`src/rtl/syn_upd_pkg.sv`:
```
package syn_upd_pkg;
  typedef enum logic {
    DIR_UP   = 1'b0,
    DIR_DOWN = 1'b1
  } step_dir_e;

  typedef struct packed {
    logic      armed;
    step_dir_e dir;
  } decision_t;
endpackage

```
`src/rtl/syn_mag_conv.sv`:
```
module syn_mag_conv #(
  parameter int SAMPLE_W = 8
) (
  input  logic [SAMPLE_W-1:0] smp,
  output logic [SAMPLE_W-2:0] mag
);
  localparam logic [SAMPLE_W-2:0] MAG_TOP = '1;

  logic                is_neg;
  logic                is_floor;
  logic [SAMPLE_W-1:0] negated;

  always_comb begin
    is_neg   = smp[SAMPLE_W-1];
    is_floor = is_neg && (smp[SAMPLE_W-2:0] == '0);
    negated  = ~smp + 1'b1;
    if (!is_neg)       mag = smp[SAMPLE_W-2:0];
    else if (is_floor) mag = MAG_TOP;
    else               mag = negated[SAMPLE_W-2:0];
  end
endmodule

```
`src/rtl/syn_decide.sv`:
```
module syn_decide
  import syn_upd_pkg::*;
#(
  parameter int MAG_W = 7
) (
  input  logic             clk,
  input  logic             rst,
  input  logic             sensing,
  input  logic             take,
  input  logic [MAG_W-1:0] free_mag,
  input  logic [MAG_W-1:0] nudge_mag,
  output decision_t        held
);
  always_ff @(posedge clk) begin
    if (rst) begin
      held <= '{armed: 1'b0, dir: DIR_UP};
    end else if (sensing) begin
      held.armed <= take;
      held.dir   <= (nudge_mag > free_mag) ? DIR_DOWN : DIR_UP;
    end
  end

  AST_DOWN_WHEN_NUDGE_LARGER: assert property (@(posedge clk) disable iff (rst)
    (sensing && take && (nudge_mag > free_mag)) |=> (held.armed && held.dir == DIR_DOWN));
  AST_UP_WHEN_NOT_LARGER: assert property (@(posedge clk) disable iff (rst)
    (sensing && take && (nudge_mag <= free_mag)) |=> (held.armed && held.dir == DIR_UP));
  AST_NO_TAKE_NO_ARM: assert property (@(posedge clk) disable iff (rst)
    (sensing && !take) |=> !held.armed);
endmodule

```
`src/rtl/syn_pulse_drv.sv`:
```
module syn_pulse_drv
  import syn_upd_pkg::*;
(
  input  logic      programming,
  input  logic      enable,
  input  decision_t held,
  output logic      inc_pulse,
  output logic      dec_pulse
);
  logic fire;

  always_comb begin
    fire      = programming && enable && held.armed;
    inc_pulse = fire && (held.dir == DIR_UP);
    dec_pulse = fire && (held.dir == DIR_DOWN);
  end
endmodule

```
`src/rtl/syn_weight_reg.sv`:
```
module syn_weight_reg #(
  parameter int WEIGHT_BITS = 8
) (
  input  logic                   clk,
  input  logic                   rst,
  input  logic                   inc,
  input  logic                   dec,
  output logic [WEIGHT_BITS-1:0] weight
);
  localparam logic [WEIGHT_BITS-1:0] W_TOP = '1;
  localparam logic [WEIGHT_BITS-1:0] W_MID = WEIGHT_BITS'(1) << (WEIGHT_BITS - 1);

  always_ff @(posedge clk) begin
    if (rst) begin
      weight <= W_MID;
    end else if (inc && !dec && weight != W_TOP) begin
      weight <= weight + 1'b1;
    end else if (dec && !inc && weight != '0) begin
      weight <= weight - 1'b1;
    end
  end

  AST_UP_ONE: assert property (@(posedge clk) disable iff (rst)
    (inc && weight != W_TOP) |=> (weight == $past(weight) + 1'b1));
  AST_DOWN_ONE: assert property (@(posedge clk) disable iff (rst)
    (dec && weight != '0) |=> (weight == $past(weight) - 1'b1));
  AST_CLAMP_TOP: assert property (@(posedge clk) disable iff (rst)
    (inc && weight == W_TOP) |=> (weight == W_TOP));
  AST_CLAMP_BOTTOM: assert property (@(posedge clk) disable iff (rst)
    (dec && weight == '0) |=> (weight == '0));
  AST_HOLD_IDLE: assert property (@(posedge clk) disable iff (rst)
    (!inc && !dec) |=> $stable(weight));
endmodule

```
`src/rtl/syn_step_updater.sv`:
```
module syn_step_updater
  import syn_upd_pkg::*;
#(
  parameter int SAMPLE_W    = 8,
  parameter int WEIGHT_BITS = 8
) (
  input  logic                   clk,
  input  logic                   rst,
  input  logic                   enable,
  input  logic                   sample_valid,
  output logic                   sample_ready,
  input  logic [SAMPLE_W-1:0]    free_sample,
  input  logic [SAMPLE_W-1:0]    nudge_sample,
  output logic                   inc_pulse,
  output logic                   dec_pulse,
  output logic [WEIGHT_BITS-1:0] weight
);
  localparam int MAG_W   = SAMPLE_W - 1;
  localparam int N_COPIES = 2;

  logic                        prog_half;
  logic [SAMPLE_W-1:0]         smp_vec [N_COPIES];
  logic [MAG_W-1:0]            mag_vec [N_COPIES];
  decision_t                   held;

  always_ff @(posedge clk) begin
    if (rst) prog_half <= 1'b0;
    else     prog_half <= ~prog_half;
  end

  assign sample_ready = ~prog_half;
  assign smp_vec[0]   = free_sample;
  assign smp_vec[1]   = nudge_sample;

  for (genvar g = 0; g < N_COPIES; g++) begin : g_mag
    syn_mag_conv #(.SAMPLE_W(SAMPLE_W)) i_mag (
      .smp (smp_vec[g]),
      .mag (mag_vec[g])
    );
  end

  syn_decide #(.MAG_W(MAG_W)) i_decide (
    .clk       (clk),
    .rst       (rst),
    .sensing   (sample_ready),
    .take      (sample_valid && sample_ready),
    .free_mag  (mag_vec[0]),
    .nudge_mag (mag_vec[1]),
    .held      (held)
  );

  syn_pulse_drv i_drv (
    .programming (prog_half),
    .enable      (enable),
    .held        (held),
    .inc_pulse   (inc_pulse),
    .dec_pulse   (dec_pulse)
  );

  syn_weight_reg #(.WEIGHT_BITS(WEIGHT_BITS)) i_wreg (
    .clk    (clk),
    .rst    (rst),
    .inc    (inc_pulse),
    .dec    (dec_pulse),
    .weight (weight)
  );

  AST_NO_PULSE_SENSING: assert property (@(posedge clk) disable iff (rst)
    sample_ready |-> (!inc_pulse && !dec_pulse));
  AST_PULSE_EXCLUSIVE: assert property (@(posedge clk) disable iff (rst)
    !(inc_pulse && dec_pulse));
  AST_HALVES_ALTERNATE: assert property (@(posedge clk) disable iff (rst)
    1'b1 |=> (sample_ready != $past(sample_ready)));
  AST_GATED_BY_ENABLE: assert property (@(posedge clk) disable iff (rst)
    !enable |-> (!inc_pulse && !dec_pulse));
endmodule

```
`config.mk`:
```
export PLATFORM = sky130hd
export DESIGN_NAME = syn_step_updater
export DESIGN_NICKNAME = d
export VERILOG_FILES = /design/src/rtl/syn_upd_pkg.sv /design/src/rtl/syn_mag_conv.sv /design/src/rtl/syn_decide.sv /design/src/rtl/syn_pulse_drv.sv /design/src/rtl/syn_weight_reg.sv /design/src/rtl/syn_step_updater.sv
export SDC_FILE = /design/constraint.sdc
export NUM_CORES = 1
export LEC_CHECK = 0
export ABC_AREA = 1
export BUFFER_PORTS_ARGS = -buffer_cell sky130_fd_sc_hd__buf_2
export CAP_MARGIN = 20
export CORE_MARGIN = 2
export CORE_UTILIZATION = 55
export DETAILED_ROUTE_END_ITERATION = 8
export GPL_TIMING_DRIVEN = 0
export PLACE_DENSITY = 0.87
export SLEW_MARGIN = 20
export SYNTH_ARGS = -nofsm -noshare
export SYNTH_HDL_FRONTEND = slang
export SYNTH_HIERARCHICAL = 1
export SYNTH_SLANG_ARGS = --single-unit
```
`constraint.sdc`:
```
create_clock -name clk -period 2.4 [get_ports clk]
set_input_delay 0.24 -clock clk [delete_from_list [all_inputs] [get_ports clk]]
set_output_delay 0.24 -clock clk [all_outputs]
set_load 0.02 [all_outputs]
```
; Word-level counts from Yosys, hierarchy flattened
; Cells that the tools add are included.
[classes]
addsub = 4
n_lt_le_gt_ge = 1
eq_ne = 1
mux = 7
bitwise_logic = 4
n_reduce_logical = 17
[op_table]
columns = op, n
row1 = $mux 7, 4
row2 = $mux 8, 2
row3 = $add 7x1->7 const B, 2
row4 = $logic_not 7->1, 2
row5 = $not 7->7, 2
row6 = $logic_and 1x1->1, 11
row7 = $add 8x1->8 const B, 1
row8 = $ne 8x8->1 const B, 1
row9 = $reduce_bool 8->1, 1
row10 = $sub 8x1->8 const B, 1
row11 = $gt 7x7->1, 1
row12 = $logic_not 1->1, 2
row13 = $not 1->1, 2
row14 = $reduce_bool 2->1, 1
row15 = $mux 1, 1
[totals]
ff_bits = 11
inputBits = 20
out_inout_bits = 11
elab_cells = 38

; Longest topological paths before layout
; Gate-level depths: netlist of the first run.
[logic_depth]
depth_word = 8
depth_mapped = 15

; By module
; Netlist of the first run, hierarchy kept.
[by_module_without_submodules]
columns = mod, n_inst, cells_per_inst, area_per_inst_um2, seq_area_each_um2
row1 = syn_weight_reg, 1, 97, 649.4, 160.2
row2 = syn_mag_conv, 2, 36, 237.7, 0.0
row3 = syn_decide, 1, 44, 276.5, 40.0
row4 = syn_step_updater, 1, 5, 35.0, 20.0
row5 = syn_pulse_drv, 1, 4, 16.3, 0.0

; Least setup slack after synthesis of the first run
; No wires, ideal clock.
[synth_timing]
path_type = register -> register
startpoint = register prog_half
endpoint = register i_wreg.weight[7]
setup_ps = 122
t_arrival_ps = 2088
required_ps = 2278
path_slack_ps = 190
path_stages_with_launch = 14
n_path_buf = 0
period_less_slack_ps = 2210
path_cell_list = dfxtp_1 -> nand3_1 -> nor2_1 -> nand2_1 -> inv_1 -> nand2_4 -> ha_1 -> or2_2 -> nand3_1 -> nand2_1 -> nand2_1 -> nand3_1 -> nand2_1 -> nand3_1
[synth_via]
elab_chain_len = 7
word_cells_on_any_way = 12
classes_between = 1 x mux / 11 x reduce/logical
[synth_rtl]
columns = item, line_no
row1 = start: declaration, syn_step_updater.sv:21  ; logic prog_half;
row2 = start signal: assignment, syn_step_updater.sv:28  ; else prog_half <= ~prog_half;
row3 = $logic_and 1x1->1 * (2 in a row), syn_pulse_drv.sv:13  ; fire = programming && enable && held.armed;
row4 = $logic_and 1x1->1 *, syn_pulse_drv.sv:14  ; inc_pulse = fire && (held.dir == DIR_UP);
row5 = named net inc_pulse, syn_step_updater.sv:14  ; output logic inc_pulse,
row6 = $logic_not 1->1, syn_weight_reg.sv:18  ; end else if (dec && !inc && weight != '0) begin
row7 = $logic_and 1x1->1 (2 in a row), syn_weight_reg.sv:18
row8 = $reduce_bool 2->1 (no source line), n/a
row9 = end signal: assignment, syn_weight_reg.sv:17  ; weight <= weight + 1'b1;
row10 = end signal: assignment, syn_weight_reg.sv:19  ; weight <= weight - 1'b1;
row11 = end: declaration, syn_weight_reg.sv:8  ; output logic [WEIGHT_BITS-1:0] weight
; Mark *: on every way through the listed nets, which the timed path passes. The rest lies on a longest branch.
; A chain may end at the register's enable or synchronous reset.

; Worst setup path after layout of the first run
[layout_timing]
startpoint = register prog_half
endpoint = register i_wreg.weight[7]
[layout_via]
elab_chain_len = 7
word_cells_on_any_way = 12
classes_between = 1 x mux / 11 x reduce/logical
[layout_rtl]
columns = item, line_no
row1 = $logic_and 1x1->1 * (2 in a row), syn_pulse_drv.sv:13
row2 = "$logic_and 1x1->1, on equally long branches", "syn_pulse_drv.sv:15, syn_pulse_drv.sv:14"
row3 = "$logic_not 1->1, on equally long branches", "syn_weight_reg.sv:16, syn_weight_reg.sv:18"
row4 = "$logic_and 1x1->1, on equally long branches (2 in a row)", "syn_weight_reg.sv:16, syn_weight_reg.sv:18"
row5 = $mux 8 or $reduce_bool 2->1 (tied branches), n/a
; Mark *: on every way between the ends. The rest lies on a longest branch, timed or not.

==> results.toml, run 1 <==
[status]
status = "finished clean"

[grt]
grt_first_pass_wirelength_mm = 5.00
grt.total_usage = 0.191
grt_overflow = 0
antenna_found_initial = 0
grt_pass1_vias = 1236
grt_max_degree = 11

[logic_synthesis]
synth_top_area_frac = 0.173
synth_compound_area_frac = 0.115
synth_seq_cells = 11
synth_top_family_by_area = "simple AND/OR/NAND/NOR gates"
synth_area_sq_um = 1450
async_flop_share = 0
synth_area_leaders = "nand2_1 (17%), dfxtp_1 (15%), ha_1 (13%), inv_1 (8.3%), nand3_1 (5.2%)"
synthMuxAreaShare = 0
synthesis.nets = 258
synth_top_area_cell = "nand2_1"
synthXorXnorAreaFrac = 0.0362
synth-edff-count = 0
synth_ff_type = "dfxtp_1"
synthAdderAreaFrac = 0.143
synth_cells = 222
ys_types = 27
ys_seq_area_frac = 0.152
avgSynthCellArea_sq_um = 6.54
synth_warnings = 6
yosys.area_share.simple = 0.433

[critical_path]
slowest_delay_ns = 0.37
cpMaxStageDelayCell = "dfxtp_1"
regToRegSetupSlack_ns = 0.19
crit_chain = "nand3_1, nor2_2, nand2_1, inv_1, nand2_4, ha_1, or2_2, nand3_1, nand2_1, nand2_1, nand3_1, nand2_1, nand3_1"
endpoint_kind = "flop"
cp_max_fo = 10
worstPathRequired_ns = 2.55
r2r_end = "i_wreg/weight[7]"
r2r_start = "prog_half"
crit_arrival_ns = 2.36
cp-start-kind = "flop"
crit_type = "reg2reg"
reg2reg_depth = 13

[floorplanning]
initial_utilization = 0.581
die-width_microns = 55.4
core.rowCount = 18
ios = 31
coreArea_sq_um = 2500
die-area_sq_um = 3070
die_h_microns = 55.4

[sta]
hold_viol = 0
drv_slew = 0
finalClockSkew_ns = 0.00329
maxSlewHeadroom = 0.843
fin_crit_ns = 2.21
setup_viol = 0
fmax_ghz = 0.452
period_share = 0.922
worst_slack_ns = 0.188
tightest_slew_ns = 0.233

[min_path]
min_from = "rst"
hp-class = "in2reg"
holdPathStages = 2
holdPathEnd = "i_decide/held[0]"

[clocking]
cts_buffers = 3
clk_latency_ns = 0.26
path_clk_slew_ns = 0.07
cts.sink_count = 11
htree_levels = 1
cts_hold_buf = 0
cts_root_buf = "clkbuf_4"
clk_path_buf_depth = 2
cts_tree = "yes"

[layout]
drive_above_1_share = 0.236
final_util = 0.665
final_common_cell = "nand2_1"
area_growth_pct = 14.4
num_antenna_cells = 0
fin_area_sq_um = 1660
layout_common_cells = "nand2_1 (67), inv_1 (32), buf_2 (28), nor2_1 (16)"
fin_nets = 291

[power_and_ir_drop]
p_int_uw = 347
swShare = 0.361
p_sw_uw = 196
sequentialPowerShare = 0.366
clkPwrFrac = 0.222
ir_worst_vdd_mv = 0.251
p_leak_uw = 0.000931
pwr-share-comb = 0.413
powerDensity_nw_per_um2 = 327

[placement]
dp_hpwl_mm = 2.33
port_buffers = 28
gp_congestion = 0.857
dpl_cell_area_sq_um = 1630
pre_cts_slack_ns = 0.266

[drt]
drc = 0
drt_first_pass_iters = 4
avgViaCountPerCell = 5.14
vias = 1461
ant_nets = 0
routed_wl_mm = 2.82
drt-initial-drc-count = 52
post_drt_wl_per_cell_microns = 9.93

[flow_run]
maxCapViolations = 0
-- final cells by class --
class                   count  area [sq um]
clock buffers               4          26.3
repair buffers             28           140
flip-flops and latches     11           220
well taps                  30          37.5
plain buffers               3          33.8
inverters                  35           143
fillers                   227           838
multi-input cells         173          1060
-- critical path, delay by kind of cell, from the launching register on --
| kind | cells | cell delay, ns |
|---|---|---|
| fa+ha+maj | 1 | 0.33 |
| buf+inv | 1 | 0.10 |
| flops | 1 | 0.37 |
| simple gates | 11 | 1.28 |
-- kinds of logic after synthesis --
family                     count (synthesis)
buffers and inverters                     38
xor gates and xnor gates                   6
DFF                                       11
AOI/OAI and AO/OA                         28
adders and majority gates                 16
and+or+nand+nor                          123
-- synth_stat cells, types with 2 or more instances --
library cell / instances
o21ai_1: 4
nor2_4: 2
ha_1: 15
xnor2_1: 5
nand3b_1: 5
nand3_1: 15
nor2_1: 18
nand2_4: 2
nand2_1: 67
nand4_1: 2
buf_6: 3
nor2_8: 2
o211ai_2: 2
o21ai_0: 7
inv_6: 2
nand4_4: 2
a21oi_2: 2
dfxtp_1: 11
nand3_2: 2
inv_1: 32
a21oi_1: 12
nor2_2: 5
-- routing by layer --
metal	wire length, microns	share of wire	track usage
met4	0	0	0.0418
met2	1340	0.47	0.327
met5	0	0	0
met1	1330	0.47	0.256
met3	154	0.055	0.0234
-- power by group through the flow --
stage / Clock, uW / Combinational [uW] / Sequential [uW]
after floorplan: 0 / 165 / 205
after global placement: 0 / 218 / 202
after detailed placement: 0 / 224 / 202
after CTS: 123 / 225 / 198
after global routing: 138 / 257 / 200
final: 120 / 224 / 199
-- how the worst max path moves through the flow --
stage / endpoint / slack [ns] / startpoint / cells after the start
after floorplan: i_wreg/weight[7] / 0.19 / prog_half / 13
after global placement: i_wreg/weight[7] / 0.28 / prog_half / 13
after detailed placement: i_wreg/weight[7] / 0.27 / prog_half / 13
after CTS: i_wreg/weight[7] / 0.23 / prog_half / 13
after global routing: i_wreg/weight[7] / -0.02 / prog_half / 13
final: i_wreg/weight[7] / 0.19 / prog_half / 13
-- stage by stage --
step                std cells  hold slack (ns)  TNS (ns)  total power (uW)
floorplan                 222            0.302         0               370
global placement          280            0.440         0               420
detailed placement        280            0.449         0               426
CTS                       284            0.176         0               547
global route              284            0.168   -0.0245               596
finish                    284            0.178         0               543
-- flip-flops by register name, summed over array words and instances, names as in the netlist --
signal and count:
i_wreg/weight 8, prog_half 1, i_decide/held 2
-- what timing repair did --
item / in CTS / in global routing
gates resized for setup: 0 / 2
buffers inserted: 0 / 0
setup endpoints to repair: 0 / 1
No activity file was read; power rests on OpenSTA's default activity.
==> run 2: changes to the inputs <==
Settings changed: PLACE_DENSITY 0.87 to 0.8.
==> run 2 against run 1 <==
Net effect:
- routed wire length rose by 0.82%
- clock skew rose by 0.0015 ns
- worst hold slack got worse by 0.011 ns
- critical path depth did not move
- combinational power rose by 2%
==> results.toml, run 2 (synthesis gave the netlist of run 1 again) <==
[floorplanning]
die-width_microns = 55.4
ios = 31
initial_utilization = 0.581
coreArea_sq_um = 2500
core.rowCount = 18
die_h_microns = 55.4
die-area_sq_um = 3070

[placement]
dp_hpwl_mm = 2.38
port_buffers = 28
gp_congestion = 0.807

[drt]
post_drt_wl_per_cell_microns = 10.0
ant_nets = 0
drc = 0
drt_first_pass_iters = 4
drt-initial-drc-count = 77
vias = 1426
routed_wl_mm = 2.84
avgViaCountPerCell = 5.02

[critical_path]
crit_type = "reg2reg"
cpMaxStageDelayCell = "dfxtp_1"
regToRegSetupSlack_ns = 0.26
cp_max_fo = 10
crit_chain = "nand3_1, nor2_2, nand2_1, inv_1, nand2_4, ha_1, or2_2, nand3_1, nand2_1, nand2_1, nand3_1, nand2_1, nand3_1"
path_buf_inv = 1
crit_arrival_ns = 2.29
endpoint_kind = "flop"
slowest_delay_ns = 0.36
critPathTopFamily = "simple AND/OR/NAND/NOR gates"
reg2reg_depth = 13
worstPathRequired_ns = 2.55
path_depth = 13
cp-start-kind = "flop"

[clocking]
cts_tree = "yes"
cts_root_buf = "clkbuf_4"
cts_hold_buf = 0
htree_levels = 1
cts_buffers = 3
clk_latency_ns = 0.27
path_clk_slew_ns = 0.07
cts.sink_count = 11
clk_path_buf_depth = 2

[grt]
antenna_found_initial = 0
grt_pass1_vias = 1193
grt_max_degree = 11
grt.total_usage = 0.192
grtUsageMet2 = 0.301
grt_first_pass_wirelength_mm = 4.93
grt_overflow = 0
busiest_layer = "met2"
grtUsageMet3 = 0.0234
grt_util_met1 = 0.280

[min_path]
holdPathStages = 2
hp-class = "in2reg"

[layout]
num_antenna_cells = 0
largest_reg_flops = 8
area_growth_pct = 14.5
layout_common_cells = "nand2_1 (67), inv_1 (32), buf_2 (28), nor2_1 (17)"
regMostFlops = "i_wreg/weight"
final_common_cell = "nand2_1"
top_regs = "i_wreg/weight: 8 flops, i_decide/held: 2 flops, prog_half: 1 flops"
fin_nets = 291
drive_above_1_share = 0.236

[sta]
fmax_ghz = 0.468
setup_viol = 0
tightest_slew_ns = 0.248
fin_crit_ns = 2.14
final.setup.tns_ns = 0
finalClockSkew_ns = 0.00479
maxSlewHeadroom = 0.835
hold_viol = 0
hold_ws_ns = 0.167
drv_slew = 0
grt_setup_unrepaired = "no"
period_share = 0.890

[power_and_ir_drop]
power_uw = 553
ir_worst_vdd_mv = 0.276
powerDensity_nw_per_um2 = 332
p_leak_uw = 0.000932

[status]
status = "finished clean"

[flow_run]
maxCapViolations = 0
## run 2: cell counts in the layout (fill, tap and decap cells not counted)
No cell type changed its count.
## run 2: report_power, final
| group | internal [uW] | total [uW] | switching, uW |
|---|---|---|---|
| Combinational | 93.4 | 228 | 134 |
| Sequential | 190 | 199 | 8.42 |
| Clock | 64.3 | 126 | 61.9 |
## run 2: routing by layer
| layer | vias up | wire length [microns] |
|---|---|---|
| met1 | 612 | 1440 |
| li1 | 777 | - |
| met4 | 0 | 0 |
| met2 | 37 | 1270 |
| met3 | 0 | 140 |
| met5 | - | 0 |
## run 2: area by class of cell
| cell class | count | area, sq um |
|---|---|---|
| buffer | 3 | 33.8 |
| clock buffer | 4 | 26.3 |
| fill | 242 | 837 |
| inverter | 35 | 143 |
| multi-input combinational | 173 | 1060 |
| sequential | 11 | 220 |
| tap | 30 | 37.5 |
| timing repair buffer | 28 | 140 |
## run 2: timing repair
action / 4_1_cts / 5_1_grt
buffers inserted: 0 / 0
resized for setup: 0 / 2
endpoints found under the setup margin: 0 / 1
## run 2: through the flow
stage	std cells	utilization	setup WS (ns)	area, sq um
2_1_floorplan	222	-	0.190	1450
3_3_place_gp	280	0.652	0.293	1630
3_5_place_dp	280	0.652	0.257	1630
4_1_cts	284	0.663	0.238	1660
5_1_grt	284	0.665	0.00465	1660
6_report	284	0.665	0.264	1660
## run 2: worst reg2reg max path, delay by kind of cell (launching register included)
kind | cells | cell delay (ns)
flops | 1 | 0.36
simple gates | 11 | 1.24
fa+ha+maj | 1 | 0.34
buf+inv | 1 | 0.09
## run 2: final timing paths
check / from / endpoint
setup / recovery: prog_half / i_wreg/weight[7]
hold / removal: rst / i_decide/held[0]
setup reg to reg: prog_half / i_wreg/weight[7]
hold reg to reg: i_decide/held[1] / i_decide/held[1]
==> run 3: changes to the inputs <==
Settings changed: PLACE_DENSITY 0.8 to 0.81.
==> run 3 against run 2 <==
Net effect:
- routed wire length decreased by 6.2%
- worst hold slack improved by 0.0044 ns
- clock-buffer cell count unchanged
- global-route usage fell by 0.31 points
- clock power barely moved
- critical path type unchanged
==> results.toml, run 3 (synthesis gave the netlist of run 1 again) <==
[critical_path]
crit_chain = "nand3_1, nor2_2, nand2_1, inv_1, nand2_4, ha_1, or2_2, nand3_1, nand2_1, nand2_1, nand3_1, nand2_1, nand3_1"
endpoint_kind = "flop"
reg2reg_depth = 13
regToRegSetupSlack_ns = 0.29
cp-start-kind = "flop"
r2r_end = "i_wreg/weight[7]"
cpMaxStageDelayCell = "dfxtp_2"
r2r_start = "prog_half"
crit_arrival_ns = 2.26
worstPathRequired_ns = 2.55
slowest_delay_ns = 0.35
cp_max_fo = 10
crit_type = "reg2reg"

[power_and_ir_drop]
ir_worst_vdd_mv = 0.199
p_leak_uw = 0.000932
power_uw = 547
powerDensity_nw_per_um2 = 329

[layout]
layout_common_cells = "nand2_1 (67), inv_1 (32), buf_2 (28), nor2_1 (17)"
largest_reg_flops = 8
top_regs = "i_wreg/weight: 8 flops, i_decide/held: 2 flops, prog_half: 1 flops"
drive_above_1_share = 0.240
multi_input_area_sq_um = 1060
regMostFlops = "i_wreg/weight"
fillers = 247
num_antenna_cells = 0
ff_latch_area_sq_um = 221
final_common_cell = "nand2_1"
area_growth_pct = 14.6
fin_nets = 291

[grt]
grt.total_usage = 0.189
grt_pass1_vias = 1228
grt_max_degree = 11
grt_overflow = 0
grt_first_pass_wirelength_mm = 4.95
antenna_found_initial = 0

[sta]
period_share = 0.879
maxSlewHeadroom = 0.832
hold_viol = 0
setup_viol = 0
drv_slew = 0
worst_slack_ns = 0.291
fin_crit_ns = 2.11
tightest_slew_ns = 0.252
final.setup.tns_ns = 0
grt_setup_unrepaired = "no"
fmax_ghz = 0.474
finalClockSkew_ns = 0.000764

[clocking]
cts_buffers = 3
htree_levels = 1
clk_path_buf_depth = 2
cts_tree = "yes"
post_cts_buffers = 0
cts.sink_count = 11
cts_root_buf = "clkbuf_4"
clk_latency_ns = 0.26
path_clk_slew_ns = 0.07

[placement]
pre_cts_slack_ns = 0.232
gp_congestion = 0.837
dp_hpwl_mm = 2.27
port_buffers = 28

[drt]
post_drt_wl_per_cell_microns = 9.39
ant_nets = 0
drc = 0
avgViaCountPerCell = 4.89
vias = 1388
drt_first_pass_iters = 4
drt-initial-drc-count = 49
routed_wl_mm = 2.67

[min_path]
holdPathEnd = "prog_half"
holdPathStages = 2
min_from = "rst"
hp-class = "in2reg"

[floorplanning]
die-area_sq_um = 3070
initial_utilization = 0.581
die_h_microns = 55.4
ios = 31
die-width_microns = 55.4
core.rowCount = 18
coreArea_sq_um = 2500

[flow_run]
maxCapViolations = 0

[status]
status = "finished clean"
run 3: metal layers:
layer | global-route usage | vias to the layer above | wire length (microns)
met5 | 0 | - | 0
met4 | 0.0418 | 0 | 0
met3 | 0.0258 | 0 | 120
met2 | 0.308 | 29 | 1150
met1 | 0.264 | 583 | 1400
li1 | - | 776 | -
run 3: cell type report:
type	instances	share of cell area
buffer	3	0.0203
clock buffer	4	0.0158
inverter	35	0.0857
multi-input combinational	173	0.638
sequential	11	0.133
tap	30	0.0226
timing repair buffer	28	0.0842
run 3: metrics by stage:
stage / utilization / hold WS [ns] / cells / instance area (sq um)
global route: 0.666 / 0.172 / 284 / 1660
detailed placement: 0.652 / 0.446 / 280 / 1630
floorplan: - / 0.302 / 222 / 1450
finish: 0.666 / 0.172 / 284 / 1660
global placement: 0.652 / 0.439 / 280 / 1630
CTS: 0.663 / 0.170 / 284 / 1660
run 3: how the worst max path moves through the flow:
stage,start,endpoint,slack [ns],cells after the start
after floorplan,prog_half,i_wreg/weight[7],0.19,13
after global placement,prog_half,i_wreg/weight[7],0.28,13
after detailed placement,prog_half,i_wreg/weight[7],0.23,13
after CTS,prog_half,i_wreg/weight[7],0.21,13
after global routing,prog_half,i_wreg/weight[7],0.02,14
final,prog_half,i_wreg/weight[7],0.29,13
run 3: repair_timing:
action	CTS	global route
setup endpoints to repair	0	1
gates resized for setup	0	3
hold buffers	0	0
run 3: worst max-delay path: cells and delay by family, from the launching register on:
family,cells,cell delay (ns)
buffers and inverters,1,0.09
AND/OR/NAND/NOR,11,1.23
adder cells (fa/ha/maj),1,0.34
flip-flops,1,0.35
run 3: where the power goes:
| group | switching [uW] | leakage (uW) | internal [uW] |
|---|---|---|---|
| sequential | 8.09 | 0.0000897 | 190 |
| clock | 59.3 | 0.0000150 | 64.2 |
| combinational | 132 | 0.000828 | 93.1 |
